==> src/rtl/nor_rd_pkg.sv <==
// Package: shared types and the computed array content for the page reader.
// Assumes: a page of eight 16-bit words, addressed by byte addresses.
package nor_rd_pkg;

    localparam int PAGE_WORDS = 8;
    localparam int SLOT_W     = 3;
    localparam logic [15:0] STATUS_READY = 16'h0080;

    typedef enum logic [0:0] {
        MODE_ARRAY = 1'b0,
        MODE_REG   = 1'b1
    } rd_mode_e;

    // Content of cell word w (the array is a fixed pattern, not stored).
    function automatic logic [15:0] cell_word(input logic [15:0] w);
        return {w[7:0] ^ w[15:8] ^ 8'h5A, w[7:0] + 8'h31};
    endfunction

endpackage

==> src/rtl/nor_cell_array.sv <==
// Module: cell array and register space seen by the sense step.
// Produces the eight words of the page named by tag_i, plus a mask of the
// slots a sense may fill. In register mode only the addressed slot is filled.
// Assumes: purely combinational; the caller registers the result.
module nor_cell_array
    import nor_rd_pkg::*;
#(
    parameter int TAG_W = 12
) (
    input  logic [TAG_W-1:0]             tag_i,
    input  logic [SLOT_W-1:0]            slot_i,
    input  rd_mode_e                     mode_i,
    input  logic [15:0]                  cfg_i,
    output logic [PAGE_WORDS-1:0][15:0]  words_o,
    output logic [PAGE_WORDS-1:0]        mask_o
);

    localparam int WI_W = TAG_W + SLOT_W;

    for (genvar g = 0; g < PAGE_WORDS; g++) begin : g_slot
        logic [WI_W-1:0] widx;
        logic [15:0]     reg_word;

        // Word index of this slot within the cell array.
        assign widx = {tag_i, SLOT_W'(g)};

        // Register space: status at offset 0, configuration at offset 1.
        always_comb begin
            if (g == 0)      reg_word = STATUS_READY;
            else if (g == 1) reg_word = cfg_i;
            else             reg_word = 16'h0000;
        end

        // Pick the array or register word and whether the slot is filled.
        always_comb begin
            if (mode_i == MODE_REG) begin
                words_o[g] = reg_word;
                mask_o[g]  = (slot_i == SLOT_W'(g));
            end else begin
                words_o[g] = cell_word(16'(widx));
                mask_o[g]  = 1'b1;
            end
        end
    end

endmodule

==> src/rtl/nor_cmd_decoder.sv <==
// Module: command path of the page reader.
// Takes a command code on each falling edge of we_n while ce_n is low, keeps
// the read mode and the volatile configuration register, and handles the
// two-cycle configuration sequence.
// Assumes: we_n is sampled by clk; one code per low pulse of we_n.
module nor_cmd_decoder
    import nor_rd_pkg::*;
#(
    parameter logic [7:0] CMD_READ_ARRAY  = 8'hFF,
    parameter logic [7:0] CMD_CFG_SETUP   = 8'h60,
    parameter logic [7:0] CMD_CFG_CONFIRM = 8'h04,
    parameter logic [7:0] CMD_CLR_STATUS  = 8'h50
) (
    input  logic        clk,
    input  logic        rst_n,
    input  logic        ce_n,
    input  logic        we_n,
    input  logic [7:0]  code_i,
    input  logic [15:0] cfg_data_i,
    output rd_mode_e    mode_o,
    output logic [15:0] cfg_o,
    output logic        wr_stb_o
);

    logic we_q;
    logic cfg_pend_q;

    // A write cycle begins when we_n falls with the chip selected.
    assign wr_stb_o = !ce_n && !we_n && we_q;

    // Track we_n, decode codes, and update the mode and configuration.
    always_ff @(posedge clk) begin
        if (!rst_n) begin
            we_q       <= 1'b1;
            cfg_pend_q <= 1'b0;
            mode_o     <= MODE_ARRAY;
            cfg_o      <= 16'h0000;
        end else begin
            we_q <= we_n;
            if (wr_stb_o) begin
                if (cfg_pend_q && code_i == CMD_CFG_CONFIRM) begin
                    cfg_o      <= cfg_data_i;
                    mode_o     <= MODE_ARRAY;
                    cfg_pend_q <= 1'b0;
                end else begin
                    cfg_pend_q <= (code_i == CMD_CFG_SETUP);
                    if (code_i == CMD_READ_ARRAY)      mode_o <= MODE_ARRAY;
                    else if (code_i == CMD_CLR_STATUS) mode_o <= MODE_REG;
                end
            end
        end
    end

endmodule

==> src/rtl/nor_page_ctrl.sv <==
// Module: page buffer with hit/miss detection and access timing.
// A new access starts when the read becomes active or the access key changes.
// A hit counts PAGE_DLY edges. A miss senses a page for INIT_DLY edges, and a
// new miss during a sense restarts it.
// Assumes: INIT_DLY >= 2 and PAGE_DLY >= 1; key_i has bit 0 cleared by the
// caller in word mode.
module nor_page_ctrl
    import nor_rd_pkg::*;
#(
    parameter int ADDR_W   = 16,
    parameter int INIT_DLY = 8,
    parameter int PAGE_DLY = 2
) (
    input  logic                         clk,
    input  logic                         rst_n,
    input  logic                         read_en_i,
    input  logic                         flush_i,
    input  logic [ADDR_W-1:0]            key_i,
    input  logic [PAGE_WORDS-1:0][15:0]  words_i,
    input  logic [PAGE_WORDS-1:0]        mask_i,
    output logic [ADDR_W-5:0]            sense_tag_o,
    output logic [SLOT_W-1:0]            sense_slot_o,
    output logic [15:0]                  word_o,
    output logic                         valid_o
);

    localparam int TAG_W = ADDR_W - 4;
    localparam int MAX_D = (INIT_DLY > PAGE_DLY) ? INIT_DLY : PAGE_DLY;
    localparam int CNT_W = $clog2(MAX_D + 1);

    logic [PAGE_WORDS-1:0][15:0] buf_q;
    logic [PAGE_WORDS-1:0]       vld_q;
    logic [ADDR_W-1:0]           acc_q;
    logic                        active_q;
    logic                        sensing_q;
    logic [CNT_W-1:0]            cnt_q;
    logic [TAG_W-1:0]            key_tag;
    logic [SLOT_W-1:0]           key_slot;
    logic                        new_acc;
    logic                        hit;

    assign key_tag  = key_i[ADDR_W-1:4];
    assign key_slot = key_i[3:1];

    // Classify the present address against the buffered page.
    always_comb begin
        new_acc = read_en_i && (!active_q || key_i != acc_q);
        hit     = !sensing_q && (sense_tag_o == key_tag) && vld_q[key_slot];
    end

    // Run the access timer, the sense and the page buffer.
    always_ff @(posedge clk) begin
        if (!rst_n) begin
            buf_q        <= '0;
            vld_q        <= '0;
            acc_q        <= '0;
            active_q     <= 1'b0;
            sensing_q    <= 1'b0;
            cnt_q        <= '0;
            sense_tag_o  <= '0;
            sense_slot_o <= '0;
        end else if (!read_en_i) begin
            active_q  <= 1'b0;
            sensing_q <= 1'b0;
            cnt_q     <= '0;
            if (flush_i) vld_q <= '0;
        end else if (new_acc) begin
            acc_q    <= key_i;
            active_q <= 1'b1;
            if (hit) begin
                cnt_q <= CNT_W'(PAGE_DLY - 1);
            end else begin
                sensing_q    <= 1'b1;
                vld_q        <= '0;
                sense_tag_o  <= key_tag;
                sense_slot_o <= key_slot;
                cnt_q        <= CNT_W'(INIT_DLY - 1);
            end
        end else if (cnt_q != '0) begin
            cnt_q <= cnt_q - 1'b1;
            if (sensing_q && cnt_q == CNT_W'(1)) begin
                sensing_q <= 1'b0;
                vld_q     <= mask_i;
                for (int i = 0; i < PAGE_WORDS; i++) begin
                    if (mask_i[i]) buf_q[i] <= words_i[i];
                end
            end
        end
    end

    // Data is valid once the timer of the present access has run out.
    assign valid_o = read_en_i && active_q && (acc_q == key_i) &&
                     (cnt_q == '0) && !sensing_q;
    assign word_o  = buf_q[key_slot];

endmodule

==> src/rtl/nor_page_reader.sv <==
// Module: top of the flash page-mode read front end.
// Combines the command decoder, the page controller and the cell array, and
// forms the bus outputs with word or byte selection.
// Assumes: ADDR_W >= 16 so the configuration value fits on the address bus.
module nor_page_reader
    import nor_rd_pkg::*;
#(
    parameter int ADDR_W   = 16,
    parameter int INIT_DLY = 8,
    parameter int PAGE_DLY = 2
) (
    input  logic              clk,
    input  logic              rst_n,
    input  logic              ce_n,
    input  logic              oe_n,
    input  logic              we_n,
    input  logic              byte_mode,
    input  logic [ADDR_W-1:0] addr,
    input  logic [7:0]        wr_data,
    output logic [15:0]       dq_out,
    output logic              dq_oe,
    output logic              dq_valid
);

    localparam int TAG_W = ADDR_W - 4;

    rd_mode_e                    mode;
    logic [15:0]                 cfg;
    logic                        wr_stb;
    logic                        read_en;
    logic [ADDR_W-1:0]           key;
    logic [TAG_W-1:0]            sense_tag;
    logic [SLOT_W-1:0]           sense_slot;
    logic [PAGE_WORDS-1:0][15:0] words;
    logic [PAGE_WORDS-1:0]       mask;
    logic [15:0]                 page_word;
    logic                        page_valid;

    // A read needs the chip and outputs enabled with no write or reset.
    assign read_en = rst_n && !ce_n && !oe_n && we_n;

    // In word mode address bit 0 takes no part in the access.
    assign key = byte_mode ? addr : {addr[ADDR_W-1:1], 1'b0};

    nor_cmd_decoder i_cmd (
        .clk        (clk),
        .rst_n      (rst_n),
        .ce_n       (ce_n),
        .we_n       (we_n),
        .code_i     (wr_data),
        .cfg_data_i (addr[15:0]),
        .mode_o     (mode),
        .cfg_o      (cfg),
        .wr_stb_o   (wr_stb)
    );

    nor_page_ctrl #(
        .ADDR_W   (ADDR_W),
        .INIT_DLY (INIT_DLY),
        .PAGE_DLY (PAGE_DLY)
    ) i_page (
        .clk          (clk),
        .rst_n        (rst_n),
        .read_en_i    (read_en),
        .flush_i      (ce_n || wr_stb),
        .key_i        (key),
        .words_i      (words),
        .mask_i       (mask),
        .sense_tag_o  (sense_tag),
        .sense_slot_o (sense_slot),
        .word_o       (page_word),
        .valid_o      (page_valid)
    );

    nor_cell_array #(
        .TAG_W (TAG_W)
    ) i_cells (
        .tag_i   (sense_tag),
        .slot_i  (sense_slot),
        .mode_i  (mode),
        .cfg_i   (cfg),
        .words_o (words),
        .mask_o  (mask)
    );

    // Form the bus: word, or one byte on the low lane, only when valid.
    always_comb begin
        dq_oe    = read_en;
        dq_valid = page_valid;
        if (!page_valid)   dq_out = 16'h0000;
        else if (byte_mode) dq_out = {8'h00, addr[0] ? page_word[15:8] : page_word[7:0]};
        else               dq_out = page_word;
    end

endmodule

==> config.mk <==
export PLATFORM = sky130hd
export DESIGN_NAME = nor_page_reader
export DESIGN_NICKNAME = d
export VERILOG_FILES = /design/src/rtl/nor_rd_pkg.sv /design/src/rtl/nor_cell_array.sv /design/src/rtl/nor_cmd_decoder.sv /design/src/rtl/nor_page_ctrl.sv /design/src/rtl/nor_page_reader.sv
export SDC_FILE = /design/constraint.sdc
export NUM_CORES = 1
export LEC_CHECK = 0
export BUFFER_PORTS_ARGS = -buffer_cell sky130_fd_sc_hd__buf_2
export CELL_PAD_IN_SITES_DETAIL_PLACEMENT = 2
export CELL_PAD_IN_SITES_GLOBAL_PLACEMENT = 2
export CORE_MARGIN = 4
export CORE_UTILIZATION = 41
export CTS_CLUSTER_DIAMETER = 40
export CTS_CLUSTER_SIZE = 40
export DETAILED_ROUTE_END_ITERATION = 10
export MAX_ROUTING_LAYER = met4
export PLACE_DENSITY = 0.85
export SLEW_MARGIN = 20
export SYNTH_ARGS = -nofsm -noshare
export SYNTH_HDL_FRONTEND = slang
export SYNTH_HIERARCHICAL = 1
export SYNTH_SLANG_ARGS = --single-unit
==> constraint.sdc <==
create_clock -name clk -period 7.25 [get_ports clk]
set_input_delay 0.725 -clock clk [delete_from_list [all_inputs] [get_ports clk]]
set_output_delay 0.725 -clock clk [all_outputs]
set_load 0.02 [all_outputs]
==> results by group, run 1 <==
Pwr
  • Pwr Density: roughly 210 nW/um2
  • Leak: between 0.003 and 0.004 uW
  • VDD IR max: 138 uV

Die
  • Die X: around 160 um
  • Die area: between 20,000 and 30,000 um2
  • CORE AREA: approximately 24,000 um2
  • Die Y-Extent: 165 um
  • Cell Rows: between 50 and 60
  • Initial Utilization: between 40 and 50%
  • IO Count: 48

Clock tree
  • Clk root buf: clkbuf_16
  • Max Root-Sink Buffers: 2
  • Clock transition at path regs: approximately 0.080 ns
  • CTS sink cnt: roughly 190
  • H-tree levels: 4
  • Worst-Skew Late Latency: between 0.4 and 0.5 ns
  • CTS Hold Bufs: 0
  • PostCTS Resize Cnt: 0
  • CTS tree: built
  • Postcts setup bufs: 0
  • CTS Buf Count: 17

Timing
  • Slew Viols, Final: 0
  • Tmin final: approximately 4.6 ns
  • Setup ws final: 2.60 ns
  • Fmax: ~220 MHz
  • Fin. Hold Viols: 0
  • Fin crit share: around 64%
  • Least-Margin Pin Slew: between 0.9 and 1 ns
  • Final setup viols: 0
  • Hold Slack: ~0.46 ns
  • Slew HR: 34.0%
  • Setup TNS Final: 0 ns
  • RSZ-0062 raised after global routing: false
  • Fin Clk Skew: about 0.011 ns

Detailed routing
  • Drt via density: between 5 and 6
  • Drt drc: 0
  • DRT Wirelength: between 30,000 and 40,000 um
  • DRT Pass-1 Iters: 5
  • Total number of vias: ~8,400
  • Detail Route Antenna Nets: 0
  • Wire per inst: roughly 24 um
  • Initial drt markers: approximately 470

Worst setup path
  • CP delay by family, top: simple AND/OR/NAND/NOR gates
  • Reg2Reg Depth: 7
  • Critical path arrival: slightly below 4 ns
  • CP max stage cell: and4b_1
  • Worst reg2reg setup slack: 3.92 ns
  • Crit Path Max Fanout: 37
  • Largest stage delay, worst path: 0.77 ns
  • Worst flop-to-flop path startpoint: i_page/acc_q[13]
  • Reg-to-reg endpoint: i_page/sense_tag_o[6]
  • CP Class: in2out
  • Crit-path most repeated cell: buf_2
  • Buf/Inv on CP: 3
  • Critical path, cell by cell: buf_2 > buf_4 > xor2_1 > nor4_2 > nand2_1 > nor4bb_1 > and4b_1 > nor2b_2 > and2_1 > buf_2
  • Critical path startpoint category: input port
  • Critical Path Sink Type: output port
  • CP required: approximately 6.5 ns

Synth
  • Synth cell types: 56
  • Post-synthesis adder-cell area fraction: 0.620%
  • Simple-Gate Fraction of Synth Area: roughly 22%
  • Compound-Gate Fraction of Synth Area: about a tenth
  • #FFs+latches synth: between 150 and 200
  • Sequential fraction of the synthesis area: a little under two fifths
  • Mux contribution to synthesized area: 13.6%
  • Largest family of logic cells by synthesized area: simple AND/OR/NAND/NOR gates
  • Asr flop ratio synth: 0%
  • Top FF cell, synth: dfxtp_1
  • Post-synth EDFFs: 0
  • Synthesized area: 10,100 um2
  • Syn Area/Cell: approximately 8.5 um2
  • Synth warnings: 6
  • Synth Area in XOR/XNOR: roughly 3.2%
  • Syn Inst Count: ~1,200

Placed design
  • Global placer's final weighted congestion: 0.783
  • Placed wire-length estimate: approximately 19,000 um
  • Pre-CTS WS: 2.63 ns
  • PortBufs: 47

Run status
  • Status: completed

Global route
  • Total gr overflow: 0
  • Largest net degree at the start of global routing: about 170
  • Initial antenna violation count: 1
  • First-pass GRT wire length: 53,300 um
  • All-layer global routing usage: 26.3%
  • Vias in the first global route: around 9,400

Worst hold path
  • Hold-critical path depth: 2
  • Hold crit path type: reg2reg
  • Hold Crit Endpoint: i_page/buf_q[116]
  • Critical hold path startpoint: i_page/buf_q[116]

Layout
  • Most frequent cells in the layout: nand2_1, dfxtp_1, nand3_1, o21ai_0, buf_2
  • Multi-input gate area: 5160 um2
  • Layout net count: between 1,000 and 1,500
  • Final core utilization: around 43%
  • # fillers: 2,685
  • Layout cells sized above 1: about 16%
  • FF+latch area: 3840 um2
  • Syn-to-layout area delta: 3.55%
  • Leading cell type in the layout, fill and taps excluded: nand2_1

Flow run
  • Number of max-cap violations: 0
[state kept, by name (all words and copies together) (netlist names)]
signal	cells
i_page/sense_slot_o	3
i_cmd/cfg_pend_q	1
i_page/buf_q	128
i_page/active_q	1
i_cmd/we_q	1
i_page/sense_tag_o	12
i_page/cnt_q	4
i_page/acc_q	16
i_cmd/mode_o	1
i_page/sensing_q	1
i_cmd/cfg_o	16
i_page/vld_q	8
[through the flow]
stage	std cells	instance area, um2	power [uW]
2_1_floorplan	1189	10100	1190
3_3_place_gp	1395	9820	1210
3_5_place_dp	1395	9820	1220
4_1_cts	1427	10400	2230
5_1_grt	1428	10400	2280
6_report	1428	10400	2210
[cell usage after synthesis (all sizes together), types with 8 or more instances]
cell type	instances	area share (%)
o21ai	162	8.4
nor4	14	1.7
inv	11	0.41
and2	13	0.83
nand3	154	7.6
a21o	10	0.74
nand2	206	7.7
xor2	29	2.5
dfxtp	192	38
clkbuf	56	2.1
mux4	34	7.6
xnor2	8	0.69
nand4	11	0.68
a21oi	8	0.55
mux2i	41	4.1
buf	125	8.9
mux2	17	1.9
nor2	36	1.3
[worst reg2reg max path: cells and delay by family, from the launching register on]
kind | cells | cell delay [ns]
xor gates and xnor gates | 1 | 0.16
AOI/OAI and AO/OA | 2 | 0.95
and+or+nand+nor | 3 | 1.42
DFF | 1 | 0.32
buffers and inverters | 1 | 0.36
[where the power goes]
group          switching [uW]  leakage (uW)  internal, uW  total [uW]
logic                    94.5       0.00196          38.3         133
registers                5.36       0.00155          1060        1060
clock network             484      0.000297           529        1010
total                     584       0.00380          1620        2210
[logic make-up (layout without fill, tap and decap cells)]
logic type,after synthesis,in the layout
DFF,192,192
other,1,11
buffers and inverters,193,107
muxes,92,92
xor gates and xnor gates,37,37
adders and majority gates,5,5
AOI/OAI and AO/OA,191,191
and+or+nand+nor,469,469
[layout make-up]
class / count / share of cell area [%]
repair buffers: 63 / 3.50
flip-flops and latches: 192 / 36.8
diodes: 1 / 0.0240
well taps: 324 / 3.88
clock inverters: 15 / 1.83
multi-input cells: 804 / 49.4
clock buffers: 17 / 4.07
inverters: 12 / 0.431
[routing by layer]
metal,wire length [um],vias up,track usage (%)
met2,17800,189,46.2
met3,1200,88,4.67
met1,13700,4301,29.5
met4,1260,0,11.0
met5,0,-,-
li1,-,3796,-
[worst max path at each step]
stage / end / cells after the start / from
floorplan: dq_out[6] / 9 / we_n
global placement: dq_out[13] / 10 / addr[2]
detailed placement: dq_out[13] / 10 / addr[2]
CTS: dq_out[13] / 10 / addr[2]
global route: dq_out[15] / 9 / addr[1]
finish: dq_out[13] / 10 / addr[2]
Power figures use the tool's default switching activity.
==> inputs of run 2 (changes only) <==
--- a/config.mk
+++ b/config.mk
@@ -9,12 +9,12 @@
 export CELL_PAD_IN_SITES_DETAIL_PLACEMENT = 2
 export CELL_PAD_IN_SITES_GLOBAL_PLACEMENT = 2
 export CORE_MARGIN = 4
-export CORE_UTILIZATION = 41
+export CORE_UTILIZATION = 35
 export CTS_CLUSTER_DIAMETER = 40
 export CTS_CLUSTER_SIZE = 40
 export DETAILED_ROUTE_END_ITERATION = 10
 export MAX_ROUTING_LAYER = met4
-export PLACE_DENSITY = 0.85
+export PLACE_DENSITY = 0.77
 export SLEW_MARGIN = 20
 export SYNTH_ARGS = -nofsm -noshare
 export SYNTH_HDL_FRONTEND = slang
==> constraint.sdc (replaced) <==
create_clock -name clk -period 4.06 [get_ports clk]
set_input_delay 0.406 -clock clk [delete_from_list [all_inputs] [get_ports clk]]
set_output_delay 0.406 -clock clk [all_outputs]
set_load 0.02 [all_outputs]
==> results by group, run 2 (synthesized netlist as in run 1, its figures left out) <==
Worst setup path
  • Critical path startpoint category: flip-flop
  • Critical path arrival: approximately 3.3 ns
  • Crit Path Max Fanout: 15
  • CP required: around 3.7 ns
  • Critical Path Sink Type: output port
  • CP Class: reg2out

Clock tree
  • PostCTS Resize Cnt: 0
  • CTS sink cnt: approximately 190
  • Clock transition at path regs: approximately 0.080 ns
  • H-tree levels: 4
  • CTS tree: built
  • Clk root buf: clkbuf_16
  • CTS Hold Bufs: 0
  • Max Root-Sink Buffers: 2
  • Worst-Skew Late Latency: about 0.45 ns
  • CTS Buf Count: 17
  • Postcts setup bufs: 0

Timing
  • Least-Margin Pin Slew: about 1.1 ns
  • Fmax: 268 MHz
  • RSZ-0062 raised after global routing: false
  • Slew HR: approximately 25%
  • Fin Clk Skew: 0.0156 ns
  • Slew Viols, Final: 0
  • Setup ws final: about 0.32 ns
  • Fin crit share: slightly above 90%
  • Fin. Hold Viols: 0
  • Tmin final: roughly 3.7 ns
  • Setup TNS Final: 0 ns
  • Final setup viols: 0

Detailed routing
  • Total number of vias: roughly 8,000
  • Wire per inst: 20.5 um
  • DRT Pass-1 Iters: 4
  • Detail Route Antenna Nets: 0
  • DRT Wirelength: 30,500 um
  • Drt drc: 0
  • Initial drt markers: 570
  • Drt via density: between 5 and 6

Die
  • Cell Rows: 61
  • Die Y-Extent: 178 um
  • Initial Utilization: between 30% and 40%
  • CORE AREA: around 28,000 um2
  • Die area: around 32,000 um2
  • Die X: about 180 um
  • IO Count: 48

Layout
  • Number of flip-flops in the largest register: 128
  • Final core utilization: between 30% and 40%
  • Layout net count: between 1,000 and 1,500
  • Layout cells sized above 1: 16.4%
  • Leading cell type in the layout, fill and taps excluded: nand2_1
  • Most frequent cells in the layout: nand2_1, dfxtp_1, nand3_1, o21ai_0, buf_2
  • Regs by FF count: i_page/buf_q x128, i_cmd/cfg_o x16, i_page/acc_q x16
  • Reg with most FFs: i_page/buf_q
  • Final Non-Filler Cells: approximately 1,500
  • Syn-to-layout area delta: 4.50%

Worst hold path
  • Hold crit path type: in2reg

Placed design
  • Post-Place Cells: around 1,500
  • Global placer's final weighted congestion: ~0.76
  • PortBufs: 47
  • Placed wire-length estimate: approximately 19,000 um
  • Pre-CTS WS: 0.572 ns

Run status
  • Status: completed

Global route
  • Vias in the first global route: roughly 8,700
  • Largest net degree at the start of global routing: roughly 260
  • Initial antenna violation count: 1
  • First-pass GRT wire length: between 40,000 and 50,000 um
  • Total gr overflow: 0
  • All-layer global routing usage: 20.6%

Pwr
  • Pwr Density: 370 nW/um2
  • Leak: 0.00382 uW
  • VDD IR max: 192 uV

Flow run
  • Number of max-cap violations: 0
run 2: changes by cell type in the layout (fill, tap and decap cells not counted):
cell and change:
inv_8 -1, clkinv_8 +2, buf_12 +1, bufinv_16 -1, inv_6 +1, buf_4 +2
clkinv_4 +1, clkinvlp_4 -2
run 2: layer usage:
layer | vias to the layer above | part of all wire [%] | global-route usage, % | routed length, um
met1 | 4114 | 44 | 25.1 | 13400
li1 | 3797 | - | - | -
met2 | 67 | 52 | 36.1 | 15700
met4 | 0 | 1.7 | 6.03 | 511
met5 | - | 0 | - | 0
met3 | 23 | 2.9 | 2.34 | 891
run 2: metrics by stage:
stage | instance area [um2] | hold slack (ns) | total power (uW)
after detailed placement | 9930 | 0.450 | 2180
final | 10500 | 0.183 | 3900
after global placement | 9930 | 0.437 | 2170
after CTS | 10500 | 0.168 | 3950
after floorplan | 10100 | 0.425 | 2130
after global routing | 10500 | 0.183 | 4050
run 2: area by class of cell:
type / instances / area, um2
fill: 3238 / 17500
inverter: 12 / 45.0
timing repair buffer: 66 / 400
clock buffer: 17 / 425
sequential: 192 / 3840
tap: 378 / 473
antenna: 1 / 2.50
multi-input combinational: 804 / 5160
clock inverter: 15 / 185
run 2: worst paths after layout:
kind | from | slack, ns | cells past startpoint | endpoint
max reg2reg | i_page/acc_q[4] | 1.49 | 6 | i_page/vld_q[7]
min reg2reg | i_page/buf_q[101] | 0.46 | 2 | i_page/buf_q[101]
min | we_n | 0.18 | 2 | i_cmd/we_q
max | i_page/acc_q[13] | 0.32 | 9 | dq_out[10]
run 2: power breakdown:
group	switching, uW	leakage, uW	total [uW]	internal, uW
sequential	8.48	0.00155	1900	1890
clock	873	0.000299	1770	892
combinational	166	0.00198	236	70.3
run 2: worst max-delay path, stage by stage (launching register included):
cell and delay (ns):
dfxtp_1 0.33, xor2_1 0.16, nor4_1 0.49, nand2_1 0.13, nor4bb_1 0.42, and4b_1 0.44
buf_4 0.26, nor2b_2 0.31, and2_1 0.19, buf_2 0.17
==> inputs of run 3 (changes only) <==
--- a/config.mk
+++ b/config.mk
@@ -14,7 +14,7 @@
 export CTS_CLUSTER_SIZE = 40
 export DETAILED_ROUTE_END_ITERATION = 10
 export MAX_ROUTING_LAYER = met4
-export PLACE_DENSITY = 0.77
+export PLACE_DENSITY = 0.85
 export SLEW_MARGIN = 20
 export SYNTH_ARGS = -nofsm -noshare
 export SYNTH_HDL_FRONTEND = slang
==> results by group, run 3 (synthesized netlist as in run 1, its figures left out) <==
Run status
  • Status: completed

Pwr
  • Pwr Density: ~370 nW/um2
  • VDD IR max: around 250 uV
  • Leak: between 0.003 and 0.004 uW
  • Pwr Total: 3860 uW

Timing
  • Least-Margin Pin Slew: just over 1 ns
  • Fin crit share: between 90% and 100%
  • Setup ws final: just over 0.3 ns
  • Slew Viols, Final: 0
  • Slew HR: approximately 31%
  • Fmax: ~270 MHz
  • Fin Clk Skew: 0.0135 ns
  • Final setup viols: 0
  • Fin. Hold Viols: 0
  • Setup TNS Final: 0 ns
  • RSZ-0062 raised after global routing: false
  • Hold Slack: roughly 0.18 ns
  • Tmin final: ~3.7 ns

Detailed routing
  • Detail Route Antenna Nets: 0
  • Initial drt markers: roughly 500
  • DRT Pass-1 Iters: 5
  • DRT Wirelength: 32,900 um
  • Drt via density: 5.52
  • Total number of vias: slightly above 8,000
  • Drt drc: 0
  • Wire per inst: ~22 um

Die
  • Die Y-Extent: between 150 and 200 um
  • IO Count: 48
  • Cell Rows: between 60 and 70
  • CORE AREA: about 28,000 um2
  • Die area: around 32,000 um2
  • Initial Utilization: between 30% and 40%
  • Die X: about 180 um

Placed design
  • Post-Place Cells: between 1,000 and 1,500
  • Pre-CTS WS: approximately 0.54 ns
  • Global placer's final weighted congestion: 0.790
  • Placed wire-length estimate: 19,800 um
  • PortBufs: 47

Global route
  • Largest net degree at the start of global routing: 126
  • First-pass GRT wire length: around 52,000 um
  • Initial antenna violation count: 0
  • All-layer global routing usage: approximately 22%
  • Total gr overflow: 0
  • Vias in the first global route: 9,186

Worst setup path
  • Worst flop-to-flop path startpoint: i_page/acc_q[9]
  • CP max stage cell: nor4_1
  • Worst Setup SP: i_page/acc_q[13]
  • Largest stage delay, worst path: about 0.50 ns
  • Buf/Inv on CP: 2
  • CP Class: reg2out
  • Critical path arrival: between 3 and 4 ns
  • CP delay by family, top: simple AND/OR/NAND/NOR gates
  • Critical Path Sink Type: output port
  • Critical path, cell by cell: xor2_1 > nor4_1 > nand2_1 > nor4bb_1 > and4b_1 > buf_4 > nor2b_2 > and2_1 > buf_2
  • Critical path startpoint category: flip-flop
  • Crit Path Max Fanout: 15
  • CP required: 3.65 ns

Flow run
  • Number of max-cap violations: 0

Clock tree
  • Clock transition at path regs: 0.08 ns
  • Clk root buf: clkbuf_16
  • CTS tree: built
  • Max Root-Sink Buffers: 2
  • H-tree levels: 4
  • CTS Hold Bufs: 0
  • Worst-Skew Late Latency: 0.45 ns
  • CTS sink cnt: ~190
  • Postcts setup bufs: 0
  • PostCTS Resize Cnt: 0
  • CTS Buf Count: 17

Layout
  • Leading cell type in the layout, fill and taps excluded: nand2_1
  • N_diodes: 0
  • Syn-to-layout area delta: 4.19%
  • Layout cells sized above 1: around 16%
  • FF+latch area: between 3000 and 4000 um2
  • Final Non-Filler Cells: roughly 1,500
  • Regs by FF count: i_page/buf_q x128, i_cmd/cfg_o x16, i_page/acc_q x16
  • Layout net count: roughly 1,100
  • Multi-input gate area: 5160 um2
  • # fillers: 3,192
  • Reg with most FFs: i_page/buf_q
  • Most frequent cells in the layout: nand2_1, dfxtp_1, nand3_1, o21ai_0, buf_2
  • Number of flip-flops in the largest register: between 100 and 150

Worst hold path
  • Critical hold path startpoint: we_n
  • Hold crit path type: in2reg
-- run 3: changes by cell type in the layout (fill, tap and decap cells not counted) --
cell	change
buf_12	-1
buf_6	+2
bufinv_16	+1
clkbuf_1	+2
clkbuf_8	+1
clkinv_2	+3
clkinv_4	-1
clkinv_8	-3
clkinvlp_4	+3
diode_2	-1
inv_6	-2
inv_8	-4
-- run 3: power breakdown --
part | total, uW | internal [uW] | leakage (uW) | switching, uW
Combinational | 237 | 70.2 | 0.00198 | 166
Clock | 1720 | 928 | 0.000277 | 796
Sequential | 1900 | 1890 | 0.00155 | 9.29
-- run 3: cell type report --
type	instances	area share, %
Multi-Input combinational cell	804	49.1
Clock inverter	12	1.26
Timing Repair Buffer	67	3.83
Inverter	12	0.429
Clock buffer	20	4.25
Tap cell	378	4.50
Sequential cell	192	36.6
-- run 3: final timing paths --
path / endpoint / slack, ns / cells past startpoint
worst max-delay path: dq_out[13] / 0.31 / 9
worst min-delay path: i_cmd/we_q / 0.18 / 2
worst max register to register: i_page/vld_q[0] / 1.37 / 6
worst min register to register: i_page/buf_q[113] / 0.46 / 2
-- run 3: per-layer routing --
metal,global-route usage (%),routed length [um]
met1,24.6,13700
met2,39.7,17400
met3,2.94,730
met4,8.73,1030
met5,-,0
-- run 3: stage by stage --
step / cell area [um2] / util (%)
after floorplan: 10100 / -
after global placement: 9920 / 35.3
after detailed placement: 9920 / 35.3
after CTS: 10500 / 37.4
after global routing: 10500 / 37.4
final: 10500 / 37.4
-- run 3: worst register-to-register path: stages (launching register included) --
cell and delay (ns):
dfxtp_1 0.36, xnor2_1 0.14, nand4_1 0.14, nand2b_1 0.63
nor3_1 1.01, nand3_1 0.18, mux2i_1 0.16
